$ cat src/rtl/sb_pkg.sv
package sb_pkg;
  localparam int SB_DEPTH  = 4;
  localparam int SB_ADDR_W = 8;
  localparam int SB_DATA_W = 16;
endpackage

$ cat src/rtl/sb_queue.sv
module sb_queue #(
  parameter int DEPTH  = 4,
  parameter int ADDR_W = 8,
  parameter int DATA_W = 16,
  localparam int PTR_W = $clog2(DEPTH),
  localparam int CNT_W = $clog2(DEPTH + 1)
) (
  input  logic                     clk_i,
  input  logic                     rst_ni,
  input  logic                     push_i,
  input  logic [ADDR_W-1:0]        push_addr_i,
  input  logic [DATA_W-1:0]        push_data_i,
  input  logic                     pop_i,
  output logic [CNT_W-1:0]         cnt_o,
  output logic [ADDR_W-1:0]        head_addr_o,
  output logic [DATA_W-1:0]        head_data_o,
  output logic [DEPTH*ADDR_W-1:0]  age_addr_o,
  output logic [DEPTH*DATA_W-1:0]  age_data_o,
  output logic [DEPTH-1:0]         age_vld_o
);
  logic [ADDR_W-1:0] addr_q [DEPTH];
  logic [DATA_W-1:0] data_q [DEPTH];
  logic [PTR_W-1:0]  rd_ptr_q, wr_ptr_q;
  logic [CNT_W-1:0]  cnt_q;

  always_ff @(posedge clk_i or negedge rst_ni) begin
    if (!rst_ni) begin
      rd_ptr_q <= '0;
      wr_ptr_q <= '0;
      cnt_q    <= '0;
    end else begin
      if (push_i) wr_ptr_q <= wr_ptr_q + 1'b1;
      if (pop_i)  rd_ptr_q <= rd_ptr_q + 1'b1;
      cnt_q <= cnt_q + CNT_W'(push_i) - CNT_W'(pop_i);
    end
  end

  always_ff @(posedge clk_i) begin
    if (push_i) begin
      addr_q[wr_ptr_q] <= push_addr_i;
      data_q[wr_ptr_q] <= push_data_i;
    end
  end

  assign cnt_o       = cnt_q;
  assign head_addr_o = addr_q[rd_ptr_q];
  assign head_data_o = data_q[rd_ptr_q];

  // slot k of the age view is the k-th oldest entry
  for (genvar k = 0; k < DEPTH; k++) begin : g_age
    logic [PTR_W-1:0] idx;
    assign idx = rd_ptr_q + PTR_W'(k);
    assign age_addr_o[k*ADDR_W +: ADDR_W] = addr_q[idx];
    assign age_data_o[k*DATA_W +: DATA_W] = data_q[idx];
    assign age_vld_o[k] = (CNT_W'(k) < cnt_q);
  end
endmodule

$ cat src/rtl/sb_fwd.sv
module sb_fwd #(
  parameter int DEPTH  = 4,
  parameter int ADDR_W = 8,
  parameter int DATA_W = 16
) (
  input  logic [ADDR_W-1:0]       addr_i,
  input  logic [DEPTH*ADDR_W-1:0] age_addr_i,
  input  logic [DEPTH*DATA_W-1:0] age_data_i,
  input  logic [DEPTH-1:0]        age_vld_i,
  output logic                    hit_o,
  output logic [DATA_W-1:0]       data_o
);
  // ascending age scan: later (younger) matches override earlier ones
  always_comb begin
    hit_o  = 1'b0;
    data_o = '0;
    for (int k = 0; k < DEPTH; k++) begin
      if (age_vld_i[k] && age_addr_i[k*ADDR_W +: ADDR_W] == addr_i) begin
        hit_o  = 1'b1;
        data_o = age_data_i[k*DATA_W +: DATA_W];
      end
    end
  end
endmodule

$ cat src/rtl/store_buffer.sv
module store_buffer
  import sb_pkg::*;
#(
  parameter int DEPTH  = SB_DEPTH,
  parameter int ADDR_W = SB_ADDR_W,
  parameter int DATA_W = SB_DATA_W
) (
  input  logic              clk_i,
  input  logic              rst_ni,
  input  logic              st_valid_i,
  input  logic [ADDR_W-1:0] st_addr_i,
  input  logic [DATA_W-1:0] st_data_i,
  output logic              full_o,
  input  logic              ld_valid_i,
  input  logic [ADDR_W-1:0] ld_addr_i,
  output logic              ld_ready_o,
  output logic              ld_hit_o,
  output logic [DATA_W-1:0] ld_data_o,
  input  logic              fence_i,
  output logic              mem_wr_req_o,
  output logic [ADDR_W-1:0] mem_wr_addr_o,
  output logic [DATA_W-1:0] mem_wr_data_o,
  input  logic              mem_gnt_i,
  output logic [ADDR_W-1:0] mem_rd_addr_o,
  input  logic [DATA_W-1:0] mem_rd_data_i
);
  localparam int CNT_W = $clog2(DEPTH + 1);

  logic [CNT_W-1:0]        occ, occ_nxt;
  logic                    push, pop, fence_pend_q;
  logic [DEPTH*ADDR_W-1:0] age_addr;
  logic [DEPTH*DATA_W-1:0] age_data;
  logic [DEPTH-1:0]        age_vld;
  logic                    fwd_hit;
  logic [DATA_W-1:0]       fwd_data;

  assign full_o       = (occ == CNT_W'(DEPTH));
  assign push         = st_valid_i && !full_o;
  assign mem_wr_req_o = (occ != '0);
  assign pop          = mem_wr_req_o && mem_gnt_i;
  assign occ_nxt      = occ + CNT_W'(push) - CNT_W'(pop);

  sb_queue #(.DEPTH(DEPTH), .ADDR_W(ADDR_W), .DATA_W(DATA_W)) i_queue (
    .clk_i       (clk_i),
    .rst_ni      (rst_ni),
    .push_i      (push),
    .push_addr_i (st_addr_i),
    .push_data_i (st_data_i),
    .pop_i       (pop),
    .cnt_o       (occ),
    .head_addr_o (mem_wr_addr_o),
    .head_data_o (mem_wr_data_o),
    .age_addr_o  (age_addr),
    .age_data_o  (age_data),
    .age_vld_o   (age_vld)
  );

  sb_fwd #(.DEPTH(DEPTH), .ADDR_W(ADDR_W), .DATA_W(DATA_W)) i_fwd (
    .addr_i     (ld_addr_i),
    .age_addr_i (age_addr),
    .age_data_i (age_data),
    .age_vld_i  (age_vld),
    .hit_o      (fwd_hit),
    .data_o     (fwd_data)
  );

  // fence stays pending until the queue is empty
  always_ff @(posedge clk_i or negedge rst_ni) begin
    if (!rst_ni) fence_pend_q <= 1'b0;
    else         fence_pend_q <= (fence_pend_q || fence_i) && (occ_nxt != '0);
  end

  assign ld_ready_o    = !fence_pend_q;
  assign ld_hit_o      = ld_valid_i && fwd_hit;
  assign ld_data_o     = fwd_hit ? fwd_data : mem_rd_data_i;
  assign mem_rd_addr_o = ld_addr_i;
endmodule

$ cat config.mk
export PLATFORM = sky130hd
export DESIGN_NAME = store_buffer
export DESIGN_NICKNAME = d
export VERILOG_FILES = /design/src/rtl/sb_pkg.sv /design/src/rtl/sb_queue.sv /design/src/rtl/sb_fwd.sv /design/src/rtl/store_buffer.sv
export SDC_FILE = /design/constraint.sdc
export NUM_CORES = 1
export LEC_CHECK = 0
export CELL_PAD_IN_SITES_DETAIL_PLACEMENT = 1
export CELL_PAD_IN_SITES_GLOBAL_PLACEMENT = 1
export CORE_MARGIN = 2
export CORE_UTILIZATION = 40
export DETAILED_ROUTE_END_ITERATION = 16
export PLACE_DENSITY = 0.74
export SLEW_MARGIN = 10
export SYNTH_ARGS = -nofsm -noshare
export SYNTH_HDL_FRONTEND = slang
export SYNTH_HIERARCHICAL = 1
export SYNTH_SLANG_ARGS = --single-unit
$ cat constraint.sdc
create_clock -name clk_i -period 4.9 [get_ports clk_i]
set_input_delay 1.47 -clock clk_i [delete_from_list [all_inputs] [get_ports clk_i]]
set_output_delay 1.47 -clock clk_i [all_outputs]
set_load 0.02 [all_outputs]
==> results.md <==
- Outcome: finished, final reports clean
- Worst-margin pin slew: approximately 0.73 ns
- H-Tree Depth: 3
- CTS sink cnt: 104
- Combinational cell fraction of total power: 0.590
- Die H: ~140 um
- Seq/Total Area, Yosys: 0.4226
- Fin nets: 641
- Io pins: ~110
- Crit path DAT: 3.40 ns
- Hold slack final: 0.5226 ns
- Port bufs: approximately 110
- Layout cells sized above 1: 0.4301
- Detailed Routing Iterations Pass 1: 4
- Clk_skew: roughly 0.011 ns
- Post-synth EDFFs: 96
- Sw frac: 0.3787
- Worst-skew pair later-pin latency: between 0.3 and 0.4 ns
- Normalized max-slew margin: 0.5134
- TritonCTS clock tree: built
- Sequential cell fraction of total power: 0.258
- Final non-filler cell total: 808
- Core box area: roughly 18000 sq um
- Maximum vdd drop: between 0.0002 and 0.0003 V
- Post-synth top area cell: edfxtp_1
- Vias in the first global route: 5230
- Post-route cell area: between 9000 and 10000 sq um
- Synthesized cell area: between 7000 and 8000 sq um
- Worst Path Required: ~3.4 ns
- Final setup fails: 0
- GR Util All Layers: 0.1970
- Yosys warns: 6
- Leakage: around 3.1 nW
- Initial drt markers: 300
- Number of synthesized register bits: roughly 100
- Highest clock rate: 0.2053 GHz
- PD cells: 584.7 nW/um^2
- Routability Congestion: approximately 0.85
- DIE WIDTH: roughly 140 um
- Ant diodes: 0
- Largest net degree at the start of global routing: 46
- Crit Path Class: in -> out
- Residual DRC count: 0
- Initial Utilization: 0.4075
- Post-synth top area share: 0.3952
- Final period utilization: 0.9939
- Vias: about 4800
- Top FF cell, synth: edfxtp_1
- Clock transition at path regs: about 0.070 ns
- Synth Instances: about 480
- Worst-path maximum fanout: 8
- Reported max-cap violation count: 0
- First-pass GRT wire length: 29460 um
- DR WL/cell: approximately 24 um
- Post-Place Cells: between 700 and 800
- Synth cell count leaders: edfxtp_1, mux4_2, buf_4, xor2_1, nand2_1
- TritonCTS Buffers: 9
- Syn nets: approximately 540
- Setup TNS: 0 ns
- Clk buf depth: 2
- Clock power share: 0.151
- Crit end category: output pin
- Routed WL: ~19000 um
- Final slew viol count: 0
- NetSw: between 2 and 2.5 mW
- Fin crit period: 4.870 ns
- Type of origin of the critical path: primary input
- Gr ovfl total: 0
- Hold violation count in the final report: 0
- Worst min path class: reg -> reg
- Internal power: 3.281 mW
- Cell Area, Placed: around 8500 sq um
- DIE AREA: 19330 sq um
- Post-synth ARST share: 0.07692
- Area delta synth->final: 23.83%
- Synth area leaders: edfxtp_1, mux4_2, buf_4
- DP Wirelength: 12600 um
- Root Buffer: clkbuf_16
- Num rows: between 40 and 50
- Initial antenna violation count: 0
- Mapped Avg Cell Area: around 15 sq um
- Vias per inst: roughly 6.0
- Synth cell types: 39
- Detail Route Antenna Nets: 0
==> layout make-up <==
cell class	instances	area, sq um
multi-input combinational	275	3745
inverter	29	116.4
fill	1723	8870
timing repair buffer	156	1460
tap	229	286.5
clock buffer	9	225.2
clock inverter	6	108.9
sequential	104	3090
==> cells in the final DEF, fill, tap and decap left out, types with 6 or more instances in the layout <==
| cell type | instances |
|---|---|
| edfxtp_1 | 96 |
| dfrtp_1 | 6 |
| xnor2_1 | 10 |
| and2_1 | 6 |
| o21ai_2 | 17 |
| buf_6 | 9 |
| ha_1 | 10 |
| o311a_1 | 16 |
| clkbuf_16 | 9 |
| nand4_1 | 19 |
| buf_12 | 8 |
| o21ai_0 | 8 |
| clkdlybuf4s50_1 | 80 |
| buf_2 | 18 |
| xor2_1 | 19 |
| o21ai_1 | 8 |
| clkinv_2 | 8 |
| buf_4 | 38 |
| mux4_2 | 96 |
| clkinv_1 | 9 |
| mux2_2 | 15 |
| inv_1 | 14 |
| nand2_1 | 20 |
==> layer usage <==
layer / vias to the layer above / track usage / routed length (um)
met5: - / 0 / 0
met4: 0 / 0.06433 / 502
met3: 38 / 0.03419 / 1233
met2: 173 / 0.3542 / 10210
met1: 2548 / 0.2414 / 7315
li1: 2085 / - / -
==> timing repair <==
action,in CTS,in global routing
setup endpoints to repair,17,17
hold buffers,0,0
setup buffers,10,2
gates cloned,2,1
resized for setup,121,40
pin swaps,11,13
==> worst max-delay path, cell delays in order <==
cell     delay (ns)
buf_6          0.10
buf_6          0.12
buf_4          0.14
xnor2_4        0.15
nand4_1        0.14
buf_6          0.16
or3_4          0.48
o21ai_2        0.11
o21ai_2        0.09
mux2_2         0.27
buf_4          0.16
==> worst paths after layout <==
| check | slack [ns] | startpoint | to | depth (start not counted) |
|---|---|---|---|---|
| setup / recovery | 0.03 | ld_addr_i[0] | ld_data_o[12] | 11 |
| hold / removal | 0.52 | fence_pend_q | fence_pend_q | 1 |
| setup reg to reg | 2.06 | i_queue/cnt_o[1] | fence_pend_q | 8 |
| hold reg to reg | 0.52 | fence_pend_q | fence_pend_q | 1 |
| max in group asynchronous | 3.15 | rst_ni | i_queue/rd_ptr_q[0] | 1 |
| min in group asynchronous | 1.42 | rst_ni | fence_pend_q | 1 |
==> sequential cells by signal (all words and copies together), names as in the netlist <==
signal / flops
i_queue/data_q: 64
i_queue/addr_q: 32
i_queue/cnt_o: 3
i_queue/rd_ptr_q: 2
i_queue/wr_ptr_q: 2
fence_pend_q: 1
==> metrics by stage <==
stage	setup WS (ns)	utilization	total power [mW]
after floorplan	0.02187	-	3.704
after global placement	-0.8170	0.4734	4.246
after detailed placement	-0.8590	0.4734	4.370
after CTS	0.002652	0.4992	5.224
after global routing	-0.02553	0.5045	5.562
final	0.02995	0.5045	5.281
==> power groups by stage <==
stage	registers, mW	logic [mW]	clock network (mW)
floorplan	1.30	2.40	0
global placement	1.34	2.90	0
detailed placement	1.38	2.99	0
finish	1.36	3.12	0.800
CTS	1.36	3.05	0.812
global route	1.39	3.33	0.849
==> logic make-up after synthesis <==
| family | share of synthesized area |
|---|---|
| simple gates | 0.04906 |
| buf+inv | 0.09160 |
| compound gates | 0.04665 |
| flops | 0.4226 |
| fa+ha+maj | 0.02264 |
| xor+xnor | 0.04631 |
| mux | 0.3211 |
Power figures use the tool's default switching activity.
